==> src/rtl/align_pkg.sv <==
package align_pkg;
    localparam int SIZE_W  = 3;
    localparam int CLASS_W = 3;
    localparam int ATTR_W  = 3;

    localparam logic [SIZE_W-1:0] SZ_BYTE  = 3'd0;
    localparam logic [SIZE_W-1:0] SZ_HALF  = 3'd1;
    localparam logic [SIZE_W-1:0] SZ_WORD  = 3'd2;
    localparam logic [SIZE_W-1:0] SZ_DUAL  = 3'd3;
    localparam logic [SIZE_W-1:0] SZ_MULTI = 3'd4;

    typedef enum logic [1:0] {
        CAUSE_NONE      = 2'd0,
        CAUSE_UNALIGNED = 2'd1,
        CAUSE_BAD_SIZE  = 2'd2
    } cause_e;
endpackage

==> src/rtl/align_decode.sv <==
module align_decode
    import align_pkg::*;
(
    input  logic [SIZE_W-1:0] size_i,
    input  logic [1:0]        addr_lo_i,
    output logic              aligned_o,
    output logic              bad_size_o
);
    always_comb begin
        aligned_o  = 1'b1;
        bad_size_o = 1'b0;
        unique case (size_i)
            SZ_BYTE:  aligned_o = 1'b1;
            SZ_HALF:  aligned_o = (addr_lo_i[0] == 1'b0);
            SZ_WORD,
            SZ_DUAL,
            SZ_MULTI: aligned_o = (addr_lo_i == 2'b00);
            default:  bad_size_o = 1'b1;
        endcase
    end
endmodule

==> src/rtl/align_policy.sv <==
module align_policy
    import align_pkg::*;
#(
    parameter logic [(1<<CLASS_W)-1:0] PERMIT_MASK = 8'b0001_1111
) (
    input  logic [CLASS_W-1:0] iclass_i,
    input  logic               trap_unal_i,
    output logic               permit_o
);
    always_comb begin
        permit_o = PERMIT_MASK[iclass_i] & ~trap_unal_i;
    end
endmodule

==> src/rtl/fault_hold.sv <==
module fault_hold
    import align_pkg::*;
#(
    parameter int ADDR_W = 32
) (
    input  logic              clk,
    input  logic              rst_n,
    input  logic              capture_i,
    input  cause_e            cause_i,
    input  logic [ADDR_W-1:0] addr_i,
    input  logic [ATTR_W-1:0] attr_i,
    input  logic              ack_i,
    output logic              valid_o,
    output cause_e            cause_o,
    output logic [ADDR_W-1:0] addr_o,
    output logic [ATTR_W-1:0] attr_o
);
    typedef struct packed {
        logic              valid;
        cause_e            cause;
        logic [ADDR_W-1:0] addr;
        logic [ATTR_W-1:0] attr;
    } rec_t;

    rec_t rec_d, rec_q;

    always_comb begin
        rec_d = rec_q;
        if (capture_i && (!rec_q.valid || ack_i)) begin
            rec_d.valid = 1'b1;
            rec_d.cause = cause_i;
            rec_d.addr  = addr_i;
            rec_d.attr  = attr_i;
        end else if (ack_i) begin
            rec_d.valid = 1'b0;
            rec_d.cause = CAUSE_NONE;
        end
    end

    always_ff @(posedge clk or negedge rst_n) begin
        if (!rst_n) begin
            rec_q <= '{valid: 1'b0, cause: CAUSE_NONE, addr: '0, attr: '0};
        end else begin
            rec_q <= rec_d;
        end
    end

    assign valid_o = rec_q.valid;
    assign cause_o = rec_q.cause;
    assign addr_o  = rec_q.addr;
    assign attr_o  = rec_q.attr;

    assert_hold_record_R9: assert property (@(posedge clk) disable iff (!rst_n)
        (valid_o && !ack_i) |=> (valid_o && $stable(cause_o) && $stable(addr_o) && $stable(attr_o)));

    assert_ack_replace_R10: assert property (@(posedge clk) disable iff (!rst_n)
        (valid_o && ack_i && capture_i) |=> (valid_o && addr_o == $past(addr_i) && cause_o == $past(cause_i)));

    assert_ack_clear_R9: assert property (@(posedge clk) disable iff (!rst_n)
        (ack_i && !capture_i) |=> (!valid_o && cause_o == CAUSE_NONE));

    assert_capture_R7: assert property (@(posedge clk) disable iff (!rst_n)
        (!valid_o && capture_i) |=> (valid_o && attr_o == $past(attr_i)));
endmodule

==> src/rtl/lsu_align_guard.sv <==
module lsu_align_guard
    import align_pkg::*;
#(
    parameter int ADDR_W = 32
) (
    input  logic              clk,
    input  logic              rst_n,
    input  logic              req_valid_i,
    input  logic [ADDR_W-1:0] addr_i,
    input  logic [2:0]        size_i,
    input  logic [2:0]        iclass_i,
    input  logic              store_i,
    input  logic              unpriv_i,
    input  logic              signed_i,
    input  logic              trap_unal_i,
    input  logic              fault_ack_i,
    output logic              aligned_o,
    output logic              permit_unal_o,
    output logic              mem_valid_o,
    output logic              fault_valid_o,
    output logic [1:0]        fault_cause_o,
    output logic [ADDR_W-1:0] fault_addr_o,
    output logic [2:0]        fault_attr_o
);
    logic   bad_size;
    logic   fault_now;
    cause_e cause_now;
    cause_e cause_held;

    align_decode u_decode (
        .size_i     (size_i),
        .addr_lo_i  (addr_i[1:0]),
        .aligned_o  (aligned_o),
        .bad_size_o (bad_size)
    );

    align_policy u_policy (
        .iclass_i    (iclass_i),
        .trap_unal_i (trap_unal_i),
        .permit_o    (permit_unal_o)
    );

    always_comb begin
        fault_now   = req_valid_i & (bad_size | (~aligned_o & ~permit_unal_o));
        cause_now   = bad_size ? CAUSE_BAD_SIZE : CAUSE_UNALIGNED;
        mem_valid_o = req_valid_i & ~fault_now;
    end

    fault_hold #(.ADDR_W(ADDR_W)) u_hold (
        .clk       (clk),
        .rst_n     (rst_n),
        .capture_i (fault_now),
        .cause_i   (cause_now),
        .addr_i    (addr_i),
        .attr_i    ({signed_i, unpriv_i, store_i}),
        .ack_i     (fault_ack_i),
        .valid_o   (fault_valid_o),
        .cause_o   (cause_held),
        .addr_o    (fault_addr_o),
        .attr_o    (fault_attr_o)
    );

    assign fault_cause_o = cause_held;

    assert_byte_aligned_R1: assert property (@(posedge clk) disable iff (!rst_n)
        (size_i == SZ_BYTE) |-> (aligned_o && (mem_valid_o == req_valid_i)));

    assert_half_odd_R2: assert property (@(posedge clk) disable iff (!rst_n)
        (size_i == SZ_HALF && addr_i[0]) |-> !aligned_o);

    assert_word_misaligned_R3: assert property (@(posedge clk) disable iff (!rst_n)
        ((size_i == SZ_WORD || size_i == SZ_DUAL || size_i == SZ_MULTI) && addr_i[1:0] != 2'b00) |-> !aligned_o);

    assert_trap_blocks_R5: assert property (@(posedge clk) disable iff (!rst_n)
        trap_unal_i |-> !permit_unal_o);

    assert_no_bus_on_fault_R6: assert property (@(posedge clk) disable iff (!rst_n)
        (req_valid_i && !aligned_o && !permit_unal_o) |-> !mem_valid_o);

    assert_bad_size_cause_R8: assert property (@(posedge clk) disable iff (!rst_n)
        (req_valid_i && size_i > SZ_MULTI && !fault_valid_o) |=> (fault_cause_o == 2'd2));
endmodule

==> config.mk <==
export PLATFORM = sky130hd
export DESIGN_NAME = lsu_align_guard
export DESIGN_NICKNAME = d
export VERILOG_FILES = /design/src/rtl/align_pkg.sv /design/src/rtl/align_decode.sv /design/src/rtl/align_policy.sv /design/src/rtl/fault_hold.sv /design/src/rtl/lsu_align_guard.sv
export SDC_FILE = /design/constraint.sdc
export NUM_CORES = 1
export LEC_CHECK = 0
export ABC_AREA = 1
export BUFFER_PORTS_ARGS = -buffer_cell sky130_fd_sc_hd__buf_2
export CAP_MARGIN = 15
export CORE_ASPECT_RATIO = 0.5
export CORE_UTILIZATION = 48
export CTS_CLUSTER_SIZE = 20
export DETAILED_ROUTE_END_ITERATION = 8
export GPL_TIMING_DRIVEN = 0
export PLACE_DENSITY_LB_ADDON = 0.15
export SYNTH_ARGS = -nofsm -noshare
export SYNTH_HDL_FRONTEND = slang
export SYNTH_HIERARCHICAL = 1
export SYNTH_SLANG_ARGS = --single-unit
==> constraint.sdc <==
create_clock -name clk -period 2.7 [get_ports clk]
set_input_delay 0.405 -clock clk [delete_from_list [all_inputs] [get_ports clk]]
set_output_delay 0.405 -clock clk [all_outputs]
set_load 0.03 [all_outputs]
==> out/results.tsv, run 1 <==
stage	metric	value	unit
grt	first-pass GRT wire length	5990	um
routing	Initial DRT Pass Iterations	6	
status	status	finished, final reports clean	
cts	PostCTS Resize Cnt	0	
synth	FF+latch count, synth	38	
placement	routability congestion estimate	0.718	
power_and_ir_drop	Leak Pwr	1.36	nW
floorplanning	floorplan core area	0.00312	mm^2
synth	synthesized area	0.00164	mm^2
synth	cell count after synthesis	190	
routing	DRC viols	0	
synth	syn nets	236	
synth	post-synth top area share	58.1	%
finish	fin nets	329	
floorplanning	die area	0.00366	mm^2
setup_path	CP required	2300	ps
sta	post-layout min period	1730	ps
cts	Clock Sinks	38	
sta	Fmax achieved	0.577	GHz
setup_path	largest delay contributor family on the critical path	simple AND/OR/NAND/NOR gates	
setup_path	flop2flop setup slack	1610	ps
placement	Cell Area, Placed	0.00212	mm^2
cts	CTS max path bufs	2	
finish	most common cell after layout, fill and taps aside	buf_2	
routing	DR WL/cell	11.6	um
cts	CTS tree	built	
setup_path	critical path's largest stage delay	230	ps
synth	post-synth top area cell	dfrtp_1	
synth	Seq/Total Area, Yosys	58.1	%
setup_path	reg2reg path depth	5	
sta	Rel. slew slack	44.6	%
synth	synthesized area per cell	8.62	um^2
sta	count of final max-slew check failures	0	
cts	worst skew pair latency	280	ps
cts	hold buffer count at cts	0	
cts	clock slew at reported path FFs	70	ps
setup_path	critical path depth in cells	8	
grt	largest net degree at the start of global routing	39	
finish	final instance area	0.00226	mm^2
grt	initial antenna violation count	0	
finish	fillers	244	
cts	postcts setup bufs	0	
floorplanning	# rows	14	
synth	Synth Warn #	6	
sta	final setup vio count	0	
sta	Fin. Hold Viols	0	
floorplanning	Die Span X	84.6	um
sta	Worst Max-Slew Pin Slew	831	ps
synth	Yosys cell types	12	
floorplanning	Starting Density	52.5	%
grt	Overall Global Routing Usage	21.6	%
synth	top cells by area, synth	dfrtp_1, nand2_1, nand3_1, buf_6, inv_1	
cts	H-tree Lvls	2	
placement	Placed Instances	316	
finish	share of layout cells above drive strength 1	38.7	%
floorplanning	die extent in y	43.3	um
routing	via count	1533	
setup_path	CP max-delay cell	buf_2	
power_and_ir_drop	Worst IR Drop VDD	0.000485	V
placement	# port buffers	86	
hold_path	worst min path class	in2async	
sta	period utilization	64.2	%
setup_path	CP endpoint kind	primary output	
floorplanning	# IOs	87	
placement	DP HPWL	2650	um
cts	root buffer cell	clkbuf_8	
cts	CTS Buf Count	5	
run	Max Cap Viol	0	
sta	setup tns final	0	ps
finish	Syn-to-layout area delta	38.0	%
routing	DRT iter0 DRCs	92	
setup_path	Critical Path, Cell by Cell	buf_2, inv_1, nor2_2, nor2_1, nand2_1, nor2_2, nor3_1, buf_2	
grt	vias in the first global route	1342	
setup_path	Buf/Inv on CP	3	
setup_path	Worst Path Arrival	1330	ps
power_and_ir_drop	Pwr Density	858	mW/mm^2
power_and_ir_drop	Power, Total	1.94	mW
finish	Final Util	72.5	%
finish	Post-Layout Cell Count	324	
sta	Final Skew	4.38	ps
finish	ant diodes	0	
finish	most frequent cells in the layout	buf_2, nand2_1, dfrtp_1	
setup_path	CP Class	in2out	
routing	vias per cell	4.73	
setup_path	Worst setup SP type	input port	
routing	Post-Route WL	3770	um
grt	total grt overflow	0	
routing	ANT nets after route	0	
setup_path	CP max FO	5	
sta	RSZ-0062 raised after global routing	false	
worst paths after layout:
path,start,endpoint
min in group clk,addr_i[19],u_hold/addr_o[19]
max reg2reg,u_hold/valid_o,u_hold/addr_o[2]
min,rst_n,u_hold/attr_o[1]
min reg2reg,u_hold/addr_o[19],u_hold/addr_o[19]
max,size_i[2],mem_valid_o
max in group asynchronous,rst_n,u_hold/addr_o[9]
cells by family (layout without fill, tap and decap cells):
kind of cell	after synthesis	after routing	synth area share, %
compound gates	1	1	0.305
buf+inv	20	114	7.94
flops	38	38	58.1
simple gates	131	131	33.7
flip-flops by register name (all words and copies together), names as in the netlist:
register,cells
u_hold/addr_o,32
u_hold/attr_o,3
u_hold/cause_o,2
u_hold/valid_o,1
layout make-up:
type	instances	area (um^2)	area share [%]
plain buffers	11	96.3	4.26
well taps	40	50.0	2.21
multi-input cells	132	557	24.6
flip-flops and latches	38	951	42.1
clock inverters	2	60.1	2.66
repair buffers	86	430	19.0
inverters	9	33.8	1.49
clock buffers	6	82.6	3.65
stage by stage:
step	hold WS, ps	setup slack [ps]
final	211	967
after global routing	281	856
after CTS	241	958
after detailed placement	453	795
after global placement	448	849
after floorplan	109	539
layer usage:
layer | wire, um | GRT usage, %
met5 | 0 | 0
met4 | 0 | 6.10
met3 | 252 | 7.59
met2 | 1730 | 35.9
met1 | 1790 | 27.5
where the power goes:
part,internal [mW],switching [mW]
logic,0.182,0.428
clock network,0.394,0.194
registers,0.684,0.0580
cell usage after synthesis (all sizes together):
cell type / count
a21oi: 1
buf: 11
dfrtp: 38
inv: 9
nand2: 82
nand3: 37
nor2: 11
nor3: 1
No activity file was read; power rests on OpenSTA's default activity.
==> inputs of run 2 (changes only) <==
--- a/config.mk
+++ b/config.mk
@@ -9,7 +9,7 @@
 export BUFFER_PORTS_ARGS = -buffer_cell sky130_fd_sc_hd__buf_2
 export CAP_MARGIN = 15
 export CORE_ASPECT_RATIO = 0.5
-export CORE_UTILIZATION = 48
+export CORE_UTILIZATION = 44
 export CTS_CLUSTER_SIZE = 20
 export DETAILED_ROUTE_END_ITERATION = 8
 export GPL_TIMING_DRIVEN = 0
==> constraint.sdc (replaced) <==
create_clock -name clk -period 1.8 [get_ports clk]
set_input_delay 0.27 -clock clk [delete_from_list [all_inputs] [get_ports clk]]
set_output_delay 0.27 -clock clk [all_outputs]
set_load 0.03 [all_outputs]
==> run 2 against run 1 <==
Sequential power grew 50%; setup slack lost 650 ps; wire length shrank 4.9%; critical path type is now in2reg; clock skew grew 0.91 ps; cell count grew 3.4%.
==> out/results.tsv, run 2 (synthesized netlist as in run 1, its figures left out) <==
stage	metric	value	unit	change
cts	worst skew pair latency	280	ps	about the same
routing	DRT iter0 DRCs	47		was 92
placement	# port buffers	86		unchanged
sta	setup tns final	0	ps	unchanged
power_and_ir_drop	Leak Pwr	1.34	nW	was 1.36 nW
routing	Initial DRT Pass Iterations	4		was 6
finish	ant diodes	0		unchanged
power_and_ir_drop	Pwr Density	1170	mW/mm^2	was 858 mW/mm^2
sta	Rel. slew slack	45.4	%	was 44.6%
cts	PostCTS Resize Cnt	0		unchanged
cts	hold buffer count at cts	0		unchanged
sta	RSZ-0062 raised after global routing	false		unchanged
setup_path	reg2reg path depth	5		unchanged
cts	CTS Buf Count	5		unchanged
setup_path	CP endpoint kind	register		was primary output
setup_path	CP required	2020	ps	was 2300 ps
placement	routability congestion estimate	0.702		was 0.718
setup_path	CP max FO	10		was 5
cts	H-tree Lvls	2		unchanged
setup_path	Worst setup SP type	input port		unchanged
hold_path	worst min path class	in2async		unchanged
grt	initial antenna violation count	0		unchanged
setup_path	flop2flop setup slack	700	ps	was 1610 ps
finish	fin nets	329		unchanged
sta	Worst Max-Slew Pin Slew	819	ps	was 831 ps
sta	Final Skew	5.29	ps	was 4.38 ps
power_and_ir_drop	Power, Total	2.61	mW	was 1.94 mW
setup_path	Reg-to-Reg Start	u_hold/valid_o		unchanged
sta	final setup vio count	0		unchanged
cts	Clock Sinks	38		unchanged
setup_path	critical path's largest stage delay	220	ps	was 230 ps
setup_path	CP max-delay cell	buf_4		was buf_2
sta	Fin. Hold Viols	0		unchanged
floorplanning	floorplan core area	0.00349	mm^2	was 0.00312 mm^2
power_and_ir_drop	Worst IR Drop VDD	0.000664	V	was 0.000485 V
floorplanning	Starting Density	46.9	%	was 52.5%
cts	root buffer cell	clkbuf_8		unchanged
routing	vias per cell	4.41		was 4.73
grt	total grt overflow	0		unchanged
setup_path	RR Endpoint	u_hold/addr_o[6]		was u_hold/addr_o[2]
cts	clock slew at reported path FFs	70	ps	about the same
floorplanning	# IOs	87		unchanged
placement	dpl ws	4.20	ps	was 795 ps
cts	CTS tree	built		unchanged
cts	CTS max path bufs	2		unchanged
routing	ANT nets after route	0		unchanged
routing	DR WL/cell	10.7	um	was 11.6 um
sta	setup ws final	313	ps	was 967 ps
routing	via count	1479		was 1533
placement	Placed Instances	327		was 316
grt	largest net degree at the start of global routing	39		unchanged
sta	period utilization	82.6	%	
finish	most common cell after layout, fill and taps aside	buf_2		unchanged
grt	Overall Global Routing Usage	18.9	%	was 21.6%
floorplanning	Die Span X	88.3	um	was 84.6 um
sta	post-layout min period	1490	ps	
routing	DRC viols	0		unchanged
finish	Syn-to-layout area delta	36.1	%	was 38.0%
floorplanning	die extent in y	45.1	um	was 43.3 um
cts	postcts setup bufs	0		unchanged
finish	share of layout cells above drive strength 1	38.7	%	unchanged
sta	Fmax achieved	0.673	GHz	
floorplanning	die area	0.00398	mm^2	was 0.00366 mm^2
finish	Largest register FFs	32		unchanged
setup_path	Critical Path, Cell by Cell	buf_2, nor2_2, nor2_2, nor2_1, nand2_1, nor2_2, nor2_1, nor2_1, buf_4, buf_4, nand3_1, nand2_1		was buf_2, inv_1, nor2_2, nor2_1, nand2_1, nor2_2, nor3_1, buf_2
status	status	finished, final reports clean		unchanged
routing	Post-Route WL	3590	um	was 3770 um
grt	first-pass GRT wire length	5690	um	was 5990 um
grt	vias in the first global route	1271		was 1342
floorplanning	# rows	15		was 14
setup_path	Worst Path Arrival	1710	ps	was 1330 ps
placement	DP HPWL	2610	um	was 2650 um
finish	Post-Layout Cell Count	335		was 324
sta	count of final max-slew check failures	0		unchanged
run	Max Cap Viol	0		unchanged
finish	most frequent cells in the layout	buf_2, nand2_1, dfrtp_1		unchanged
setup_path	CP Class	in2reg		was in2out
## run 2: cell types whose count changed in the layout (fill, tap and decap cells not counted)
cell	previous run	this run
bufinv_16	2	0
clkbuf_1	0	1
clkinv_2	0	1
nor3_1	1	0
nor3_2	0	1
## run 2: report_power, final
group / total (mW) / switching, mW / internal (mW) / leakage [nW]
clock network: 0.590 / 0.281 / 0.309 / 0.0482
registers: 1.11 / 0.0850 / 1.03 / 0.472
logic: 0.911 / 0.637 / 0.274 / 0.821
## run 2: cell type report
class,instances,area (um^2)
buffer,11,96.3
multi-input combinational,132,562
sequential,38,951
fill,342,1260
clock inverter,1,5.00
tap,51,63.8
timing repair buffer,86,430
inverter,9,33.8
clock buffer,7,86.3
## run 2: metrics by stage
stage | hold WS [ps] | cell area [um^2] | utilization [%]
6_report | 78.9 | 2230 | 63.8
4_1_cts | 111 | 2230 | 63.8
5_1_grt | 147 | 2230 | 63.8
3_5_place_dp | 422 | 2140 | 61.2
2_1_floorplan | -25.6 | 1640 | -
3_3_place_gp | 408 | 2140 | 61.2
## run 2: worst max-delay path by stage
stage                      startpoint                end  slack [ps]  depth (start not counted)
after floorplan           iclass_i[0]  u_hold/addr_o[10]         130                         10
after global placement      size_i[0]  u_hold/addr_o[22]          50                         12
after detailed placement    size_i[0]   u_hold/addr_o[6]           4                         12
after CTS                   size_i[0]  u_hold/addr_o[22]         300                         12
after global routing        size_i[0]   u_hold/addr_o[2]         170                         12
final                       size_i[0]  u_hold/addr_o[22]         310                         12
## run 2: critical path: cells and delay by family
kind,cells,cell delay (ps)
buffers and inverters,3,530
AND/OR/NAND/NOR,9,900
## run 2: per-layer routing
metal  up-vias  wire [um]  track usage (%)
li1        778          -                -
met1       646       1770             24.9
met2        53       1550             30.9
met3         2        251             6.76
met4         0         14             2.90
met5         -          0                0
==> inputs of run 3 (changes only) <==
==> constraint.sdc (replaced) <==
create_clock -name clk -period 1.51 [get_ports clk]
set_input_delay 0.2265 -clock clk [delete_from_list [all_inputs] [get_ports clk]]
set_output_delay 0.2265 -clock clk [all_outputs]
set_load 0.03 [all_outputs]
==> run 3 against run 2 <==
Wire length is 3.9% higher; via count up 5.9%; sequential share of layout area shrank 0.80 points; clock skew rose by 2.2 ps; setup slack lost 150 ps; count of clock-buffer cells in the layout down 1; first-iteration DRC count is 30% lower; critical path type unchanged.
==> out/results.tsv, run 3 (synthesized netlist as in run 1, its figures left out) <==
stage	metric	value	unit	change
status	status	finished, final reports clean		unchanged
finish	most common cell after layout, fill and taps aside	buf_2		unchanged
floorplanning	# IOs	87		unchanged
sta	Final Skew	7.52	ps	was 5.29 ps
floorplanning	die extent in y	45.1	um	unchanged
setup_path	CP Class	in2reg		unchanged
routing	Initial DRT Pass Iterations	4		unchanged
finish	Syn-to-layout area delta	38.7	%	was 36.1%
setup_path	Critical Path, Cell by Cell	buf_2, nor2_4, nor2_2, nor2_1, nand2_2, nor2_2, nor2_1, nor2_2, buf_4, buf_6, nand3_1, nand2_1		was buf_2, nor2_2, nor2_2, nor2_1, nand2_1, nor2_2, nor2_1, nor2_1, buf_4, buf_4, nand3_1, nand2_1
floorplanning	Starting Density	46.9	%	unchanged
grt	largest net degree at the start of global routing	39		unchanged
finish	most frequent cells in the layout	buf_2, nand2_1, dfrtp_1		unchanged
setup_path	CP endpoint kind	register		unchanged
routing	vias per cell	4.65		was 4.41
setup_path	flop2flop setup slack	460	ps	was 700 ps
power_and_ir_drop	switching portion of total power	39.0	%	was 38.4%
power_and_ir_drop	Net Sw Power	1.23	mW	was 1.00 mW
setup_path	reg2reg path depth	5		unchanged
finish	register area	951	um^2	unchanged
finish	final instance area	0.00227	mm^2	was 0.00223 mm^2
finish	area of the multi-input gates	574	um^2	was 562 um^2
grt	Overall Global Routing Usage	20.3	%	was 18.9%
setup_path	largest delay contributor family on the critical path	simple AND/OR/NAND/NOR gates		unchanged
setup_path	Reg-to-Reg Start	u_hold/valid_o		unchanged
grt	vias in the first global route	1373		was 1271
power_and_ir_drop	Worst IR Drop VDD	0.000708	V	was 0.000664 V
cts	hold buffer count at cts	0		unchanged
cts	H-tree Lvls	2		unchanged
power_and_ir_drop	Pint	1.93	mW	was 1.61 mW
routing	Post-Route WL	3730	um	was 3590 um
setup_path	RR Endpoint	u_hold/addr_o[7]		was u_hold/addr_o[6]
cts	CTS Buf Count	5		unchanged
finish	Largest register FFs	32		unchanged
sta	RSZ-0062 raised after global routing	false		unchanged
finish	ant diodes	0		unchanged
sta	Fin. Hold Viols	0		unchanged
grt	total grt overflow	0		unchanged
hold_path	worst min path class	in2async		unchanged
floorplanning	Die Span X	88.3	um	unchanged
power_and_ir_drop	Pwr Density	1390	mW/mm^2	was 1170 mW/mm^2
sta	period utilization	89.2	%	
routing	via count	1567		was 1479
floorplanning	floorplan core area	0.00349	mm^2	unchanged
setup_path	Buf/Inv on CP	3		unchanged
cts	worst skew pair latency	290	ps	was 280 ps
floorplanning	# rows	15		unchanged
sta	Worst Max-Slew Pin Slew	820	ps	was 819 ps
run	Max Cap Viol	0		unchanged
setup_path	CP max-delay cell	buf_4		unchanged
finish	fillers	319		was 342
sta	setup tns final	0	ps	unchanged
setup_path	CP max FO	10		unchanged
setup_path	critical path's largest stage delay	200	ps	was 220 ps
cts	clock slew at reported path FFs	80	ps	was 70 ps
power_and_ir_drop	Leak Pwr	1.35	nW	was 1.34 nW
finish	fin nets	331		was 329
placement	routability congestion estimate	0.744		was 0.702
cts	CTS tree	built		unchanged
sta	count of final max-slew check failures	0		unchanged
setup_path	Worst Path Arrival	1580	ps	was 1710 ps
finish	share of layout cells above drive strength 1	40.6	%	was 38.7%
routing	DR WL/cell	11.1	um	was 10.7 um
cts	Clock Sinks	38		unchanged
sta	Rel. slew slack	45.3	%	was 45.4%
sta	post-layout min period	1350	ps	
power_and_ir_drop	Clk pwr share	23.2	%	was 22.6%
setup_path	CP required	1740	ps	was 2020 ps
routing	DRT iter0 DRCs	33		was 47
sta	Fmax achieved	0.743	GHz	
routing	DRC viols	0		unchanged
routing	ANT nets after route	0		unchanged
grt	first-pass GRT wire length	5940	um	was 5690 um
setup_path	most used cell, CP	nor2_2		
setup_path	Worst setup SP type	input port		unchanged
floorplanning	die area	0.00398	mm^2	unchanged
placement	DP HPWL	2690	um	was 2610 um
placement	# port buffers	86		unchanged
cts	CTS max path bufs	2		unchanged
power_and_ir_drop	Comb pwr share	34.8	%	was 34.9%
placement	Cell Area, Placed	0.00216	mm^2	was 0.00214 mm^2
cts	root buffer cell	clkbuf_8		unchanged
power_and_ir_drop	fraction of power consumed by sequential logic	42.0	%	was 42.6%
grt	initial antenna violation count	0		unchanged
sta	final setup vio count	0		unchanged
## run 3: cell types whose count changed in the layout (fill, tap and decap cells not counted)
cell	previous run	this run
buf_6	5	8
nor2_1	8	6
buf_4	4	3
clkbuf_1	1	0
clkinvlp_4	0	1
nand2_1	80	79
nand2_2	2	3
nor2_2	3	4
nor2_4	0	1
## run 3: routing by layer
layer,vias to the layer above,track usage (%),part of all wire (%)
li1,786,-,-
met1,725,24.0,45
met2,51,36.5,48
met3,5,6.40,6.0
met4,0,5.81,1.0
met5,-,0,0
## run 3: repair_timing
| item | 4_1_cts | 5_1_grt |
|---|---|---|
| setup endpoints to repair | 0 | 29 |
| gates resized for setup | 0 | 1 |
| setup buffers | 0 | 2 |
## run 3: cell type report
class	instances	share of cell area, %
multi-input cells	132	25.3
clock inverters	2	0.551
clock buffers	6	3.64
inverters	9	1.49
well taps	51	2.81
flip-flops and latches	38	41.9
plain buffers	11	4.74
repair buffers	88	19.6
## run 3: worst max-delay path by stage
stage                          from  cells after the start                end
after global placement    size_i[0]                     12  u_hold/addr_o[11]
after floorplan           size_i[0]                     11   u_hold/addr_o[0]
after detailed placement  size_i[1]                     13   u_hold/addr_o[7]
after CTS                 size_i[0]                     12   u_hold/addr_o[7]
after global routing      size_i[0]                     13  u_hold/addr_o[20]
final                     size_i[0]                     12   u_hold/addr_o[7]
## run 3: power groups by stage
stage	Sequential (mW)	Combinational (mW)	Clock [mW]
2_1_floorplan	1.77	0.308	0
3_3_place_gp	1.34	1.09	0
3_5_place_dp	1.34	1.11	0
5_1_grt	1.35	1.21	0.794
4_1_cts	1.33	1.11	0.761
6_report	1.33	1.10	0.734
## run 3: stage by stage
step	total power [mW]	setup slack [ps]	cells	hold WS (ps)	util, %
2_1_floorplan	2.08	-11.5	190	-69.1	-
4_1_cts	3.19	116	335	54.1	64.6
3_5_place_dp	2.45	-204	327	382	61.8
6_report	3.16	163	337	26.3	65.1
5_1_grt	3.35	1.17	337	92.3	65.1
3_3_place_gp	2.42	-161	327	364	61.8
